[src/rtl/idx_abs_seq_pkg.sv]
// Shared types for the absolute indexed operand fetch sequencer.
// Assumes bus_kind codes are decoded by neighbouring logic, so values are fixed.
package idx_abs_seq_pkg;

    typedef enum logic [1:0] {
        BK_OPC   = 2'd0,
        BK_OPR   = 2'd1,
        BK_DUMMY = 2'd2,
        BK_DATA  = 2'd3
    } bus_kind_t;

    typedef enum logic [2:0] {
        ST_OPC,
        ST_LO,
        ST_HI,
        ST_FIX,
        ST_RD
    } seq_state_t;

    localparam int ZERO_BIT = 1;
    localparam int NEG_BIT  = 7;

endpackage

[src/rtl/idx_abs_add.sv]
// Byte-wide adder shared by the low-byte sum and the high-byte increment.
// Assumes nothing; purely combinational.
module idx_abs_add #(
    parameter int W = 8
) (
    input  logic [W-1:0] a,
    input  logic [W-1:0] b,
    input  logic         cin,
    output logic [W-1:0] sum,
    output logic         cout
);

    // add with carry in, expose carry out
    always_comb begin
        {cout, sum} = {1'b0, a} + {1'b0, b} + {{W{1'b0}}, cin};
    end

endmodule

[src/rtl/idx_abs_fsm.sv]
// Cycle sequencer: opcode, low byte, high byte, optional fix-up, data read.
// Assumes page_cy is the carry of the low-byte sum formed during ST_HI.
module idx_abs_fsm
    import idx_abs_seq_pkg::*;
(
    input  logic       clk,
    input  logic       rst_n,
    input  logic       page_cy,
    output seq_state_t state
);

    seq_state_t nxt;

    // next-state choice; carry picks the 5-cycle path
    always_comb begin
        case (state)
            ST_OPC:  nxt = ST_LO;
            ST_LO:   nxt = ST_HI;
            ST_HI:   nxt = page_cy ? ST_FIX : ST_RD;
            ST_FIX:  nxt = ST_RD;
            ST_RD:   nxt = ST_OPC;
            default: nxt = ST_OPC;
        endcase
    end

    // state register with synchronous reset
    always_ff @(posedge clk) begin
        if (!rst_n) state <= ST_OPC;
        else        state <= nxt;
    end

endmodule

[src/rtl/idx_abs_alu.sv]
// Result and flag generation for load and OR variants.
// Assumes flags other than zero and negative pass through untouched.
module idx_abs_alu
    import idx_abs_seq_pkg::*;
#(
    parameter int W = 8
) (
    input  logic         is_or,
    input  logic [W-1:0] acc,
    input  logic [W-1:0] data,
    input  logic [7:0]   psr,
    output logic [W-1:0] res,
    output logic [7:0]   psr_new
);

    // select result then patch zero and negative bits
    always_comb begin
        res = is_or ? (acc | data) : data;
        psr_new = psr;
        psr_new[ZERO_BIT] = (res == '0);
        psr_new[NEG_BIT]  = res[W-1];
    end

endmodule

[src/rtl/idx_abs_seq.sv]
// Absolute indexed read sequencer: builds base+index with one byte adder,
// adding a cycle only when the low sum carries. Assumes combinational read
// data, idx stable in the high-byte cycle, acc_i/psr_i stable in data read.
module idx_abs_seq
    import idx_abs_seq_pkg::*;
#(
    parameter int             DW       = 8,
    parameter int             AW       = 16,
    parameter logic [AW-1:0]  RESET_PC = 16'h0200,
    parameter logic [DW-1:0]  OPC_OR   = 8'h1D
) (
    input  logic          clk,
    input  logic          rst_n,
    output logic [AW-1:0] mem_addr,
    input  logic [DW-1:0] mem_rdata,
    output logic [1:0]    bus_kind,
    input  logic [DW-1:0] idx,
    input  logic [DW-1:0] acc_i,
    input  logic [7:0]    psr_i,
    output logic          acc_we,
    output logic [DW-1:0] acc_o,
    output logic [7:0]    psr_o
);

    localparam int HW = AW - DW;

    seq_state_t    state;
    logic [AW-1:0] pc;
    logic          opc_or;
    logic [DW-1:0] base_lo;
    logic [HW-1:0] base_hi;
    logic [DW-1:0] addr_lo;
    logic          cy_latch;
    logic [DW-1:0] add_a, add_b, add_sum;
    logic          add_cin, add_cout;
    logic [DW-1:0] alu_res;
    logic [7:0]    alu_psr;

    idx_abs_fsm u_fsm (
        .clk     (clk),
        .rst_n   (rst_n),
        .page_cy (add_cout),
        .state   (state)
    );

    idx_abs_add #(.W(DW)) u_add (
        .a    (add_a),
        .b    (add_b),
        .cin  (add_cin),
        .sum  (add_sum),
        .cout (add_cout)
    );

    idx_abs_alu #(.W(DW)) u_alu (
        .is_or   (opc_or),
        .acc     (acc_i),
        .data    (mem_rdata),
        .psr     (psr_i),
        .res     (alu_res),
        .psr_new (alu_psr)
    );

    // adder operand steering: low sum in ST_HI, high increment in ST_FIX
    always_comb begin
        add_a   = '0;
        add_b   = '0;
        add_cin = 1'b0;
        if (state == ST_HI) begin
            add_a = base_lo;
            add_b = idx;
        end else if (state == ST_FIX) begin
            add_a   = base_hi;
            add_cin = cy_latch;
        end
    end

    // address and cycle-type output per state
    always_comb begin
        case (state)
            ST_OPC: begin mem_addr = pc;                bus_kind = BK_OPC;   end
            ST_LO,
            ST_HI:  begin mem_addr = pc;                bus_kind = BK_OPR;   end
            ST_FIX: begin mem_addr = {base_hi, addr_lo}; bus_kind = BK_DUMMY; end
            default: begin mem_addr = {base_hi, addr_lo}; bus_kind = BK_DATA; end
        endcase
    end

    // program counter advances on every program-stream byte
    always_ff @(posedge clk) begin
        if (!rst_n) pc <= RESET_PC;
        else if (state == ST_OPC || state == ST_LO || state == ST_HI) pc <= pc + 1'b1;
    end

    // capture opcode variant and base bytes, update high byte on fix-up
    always_ff @(posedge clk) begin
        if (!rst_n) begin
            opc_or  <= 1'b0;
            base_lo <= '0;
            base_hi <= '0;
        end else begin
            if (state == ST_OPC) opc_or  <= (mem_rdata == OPC_OR);
            if (state == ST_LO)  base_lo <= mem_rdata;
            if (state == ST_HI)  base_hi <= mem_rdata;
            if (state == ST_FIX) base_hi <= add_sum;
        end
    end

    // low address byte and private address-carry latch
    always_ff @(posedge clk) begin
        if (!rst_n) begin
            addr_lo  <= '0;
            cy_latch <= 1'b0;
        end else if (state == ST_HI) begin
            addr_lo  <= add_sum;
            cy_latch <= add_cout;
        end
    end

    // write-back registered so it overlaps the next opcode fetch
    always_ff @(posedge clk) begin
        if (!rst_n) begin
            acc_we <= 1'b0;
            acc_o  <= '0;
            psr_o  <= '0;
        end else begin
            acc_we <= (state == ST_RD);
            if (state == ST_RD) begin
                acc_o <= alu_res;
                psr_o <= alu_psr;
            end
        end
    end

endmodule

[config.mk]
export PLATFORM = sky130hd
export DESIGN_NAME = idx_abs_seq
export DESIGN_NICKNAME = d
export VERILOG_FILES = /design/src/rtl/idx_abs_seq_pkg.sv /design/src/rtl/idx_abs_add.sv /design/src/rtl/idx_abs_fsm.sv /design/src/rtl/idx_abs_alu.sv /design/src/rtl/idx_abs_seq.sv
export SDC_FILE = /design/constraint.sdc
export NUM_CORES = 1
export LEC_CHECK = 0
export ABC_AREA = 1
export CAP_MARGIN = 25
export CORE_ASPECT_RATIO = 1.25
export CORE_MARGIN = 10
export CORE_UTILIZATION = 55
export CTS_CLUSTER_DIAMETER = 30
export DETAILED_ROUTE_END_ITERATION = 8
export PLACE_DENSITY = 0.85
export SYNTH_ARGS = -nofsm -noshare
export SYNTH_HDL_FRONTEND = slang
export SYNTH_SLANG_ARGS = --single-unit
[constraint.sdc]
create_clock -name clk -period 3.8 [get_ports clk]
set_input_delay 0.57 -clock clk [delete_from_list [all_inputs] [get_ports clk]]
set_output_delay 0.57 -clock clk [all_outputs]
set_load 0.005 [all_outputs]
==> qor.txt <==
Std-Cell Core Area -> 5860 um2
DIE WIDTH -> 89.9 um
maximum clock rate -> 319 MHz
vias in the first global route -> 3246
crit end category -> flip-flop
DRT iter0 DRCs -> 261
total congestion overflow -> 0
max-cap violations -> 0
status -> finished clean
Skew-Pair Late Insertion Delay -> 0.35 ns
Final ANT Viol Nets -> 0
area leader, netlist -> dfxtp_1
TritonCTS Buffers -> 9
final net count -> 595
vias after detailed routing -> 3411
CTS Hold Bufs -> 0
fin crit share -> 82.6%
Crit path buffers/inverters -> 2
HP Class -> reg -> reg
footprint of the multi-input gates -> 1720 um2
GPL Wtd Cong -> 0.915
initial antenna violation count -> 0
first drt pass iteration count -> 5
root buffer cell -> clkbuf_8
fillers -> 477
Slew Limit Fails -> 0
worst slew pin tran -> 0.754 ns
slowest cell delay on critical path -> 0.48 ns
CP arrival -> 3.40 ns
unrepaired setup endpoints after global routing -> false
Post-synth EDFFs -> 0
clock tree buffer depth -> 2
Setup CP Type -> reg -> reg
CP top delay family -> adder cells
P_leak -> 1.82 nW
layout cells sized above 1 -> 7.91%
Synth top area share -> 36.4%
CTS tree -> yes
Fin. Hold Viols -> 0
die area -> 9640 um2
# clock sinks -> 61
Overall Global Routing Usage -> 18.5%
drt wl/cell -> 14.6 um
IR drop worst, VDD -> 0.430 mV
DR vias/cell -> 5.35
CP max stage cell -> fa_1
Die Span Y -> 107 um
post-CTS resize count -> 0
Design Area, Final -> 4210 um2
largest net degree at the start of global routing -> 41
Final setup viols -> 0
Layout area overhead -> 25.6%
Cells after Synth -> 492
most used cell, CP -> nand2_1
Worst-path clk slew -> 0.07 ns
final wirelength -> 9.33 mm
register area share after synthesis -> 36.4%
Residual DRC -> 0
Synth top cells by count -> nand2_1 (97), inv_1 (75), dfxtp_1 (61), nor2_1 (51), a21oi_1 (49)
Sequential Area -> 1220 um2
post-synthesis register bit count -> 61
distinct cell type count after synthesis -> 40
most common cell in the synthesized netlist -> nand2_1
minimum clock period -> 3.14 ns
Worst slew margin -> 49.7%
Area after DPL -> 4020 um2
post-synthesis simple-gate area fraction -> 26.9%
I/O pins -> 69
Synth Area in Adders -> 4.18%
Post-Synth XOR/XNOR Area -> 0.783%
clock skew -> 0.0104 ns
Ant. Diodes -> 0
post-CTS setup buffers -> 0
syn nets -> 536
Critical Path Fanout Max -> 24
PD cells -> 367 nW/um2
Post-synth ARST share -> 0%
dpl hpwl -> 6.99 mm
setup TNS -> 0 ns
crit-path cells -> nor2_4 > nand2_4 > inv_2 > a22oi_1 > fa_1 > fa_1 > inv_1 > nand2_1 > a21oi_1 > nand2_1 > nand2_1 > nand2_1 > a21oi_1
Avg Inst Size Synth -> 6.82 um2
Starting Density -> 57.3%
num rows -> 31
post-synthesis mux area share -> 0%
Synth Cell Area -> 3350 um2
complex-gate fraction of the synthesized area -> 19.4%
Startpoint Class -> flip-flop
Most used DFF post-synth -> dfxtp_1
global-route wire length before repair -> 15.0 mm
synth warn -> 0
# port buffers -> 66
Required @ worst endpoint -> 4.06 ns
largest cells by area after synthesis -> dfxtp_1 (36%), nand2_1 (11%), inv_1 (8.4%), a21oi_1 (7.3%), o21ai_0 (6.9%)
CTS H-Tree Depth -> 3
main combinational cell family by area after synthesis -> simple AND/OR/NAND/NOR gates
-- final timing paths --
check | depth (start not counted) | endpoint | startpoint | slack, ns
max reg2reg | 13 | u_fsm.state[0] | u_fsm.state[2] | 0.66
min reg2reg | 2 | base_lo[0] | base_lo[0] | 0.46
max | 13 | u_fsm.state[0] | u_fsm.state[2] | 0.66
min | 2 | base_lo[0] | base_lo[0] | 0.46
-- layout by cell type (no fill, tap or decap), drive strengths merged, types with 2 or more instances in the layout --
cell type / Yosys / final
o21ai: 49 / 49
nand3b: 2 / 2
nand3: 20 / 20
clkbuf: 6 / 9
nand4: 4 / 4
a31oi: 4 / 4
inv: 81 / 82
clkdlybuf4s50: 0 / 66
nand2: 104 / 104
xor2: 2 / 2
ha: 8 / 8
a21oi: 50 / 50
nor2: 61 / 61
fa: 2 / 2
o22ai: 8 / 8
dfxtp: 61 / 61
clkinv: 0 / 2
nor3: 6 / 6
clkinvlp: 0 / 3
o21a: 3 / 3
-- worst reg2reg max path, stage by stage (launching register included) --
cell	delay (ns)
dfxtp_1	0.40
nor2_4	0.25
nand2_4	0.21
inv_2	0.35
a22oi_1	0.16
fa_1	0.48
fa_1	0.41
inv_1	0.07
nand2_1	0.06
a21oi_1	0.19
nand2_1	0.14
nand2_1	0.10
nand2_1	0.08
a21oi_1	0.16
-- where the power goes --
part | internal, mW | switching [mW]
Clock | 0.304 | 0.276
Sequential | 0.679 | 0.0263
Combinational | 0.114 | 0.147
Total | 1.10 | 0.449
-- layer usage --
metal / part of all wire (%) / global-route usage, % / up-vias / wire length, um
met3: 5.3 / 3.00 / 24 / 494
met1: 40 / 20.6 / 1559 / 3740
li1: - / - / 1697 / -
met4: 3.1 / 9.68 / 0 / 289
met2: 51 / 33.4 / 131 / 4800
met5: 0 / 0 / - / 0
-- cells by family (layout without fill, tap and decap cells) --
| kind of cell | count (synthesis) | in the layout |
|---|---|---|
| fa+ha+maj | 10 | 10 |
| flops | 61 | 61 |
| compound gates | 120 | 120 |
| simple gates | 198 | 198 |
| xor+xnor | 3 | 3 |
| buf+inv | 100 | 164 |
-- cell type report --
class,instances,area share (%)
timing repair buffer,67,15.9
clock inverter,7,1.78
multi-input combinational,331,40.7
tap,82,2.43
inverter,81,7.27
sequential,61,29.0
clock buffer,9,2.94
-- sequential cells by signal, summed over array words and instances, names as in the netlist, 3 cells and up --
name and flops:
pc 16, acc_o 8, addr_lo 8, base_hi 8, base_lo 8, psr_o 7, u_fsm.state 3
-- through the flow --
step	utilization, %	hold WS (ns)	instances	power (mW)	setup WS (ns)
2_1_floorplan	-	0.423	492	0.868	1.29
3_3_place_gp	68.6	0.444	622	0.968	0.847
3_5_place_dp	68.6	0.453	622	0.978	0.744
4_1_cts	72.0	0.462	638	1.54	0.713
5_1_grt	72.0	0.494	638	1.61	0.388
6_report	72.0	0.464	638	1.55	0.661
(Power assumes the default switching activity.)
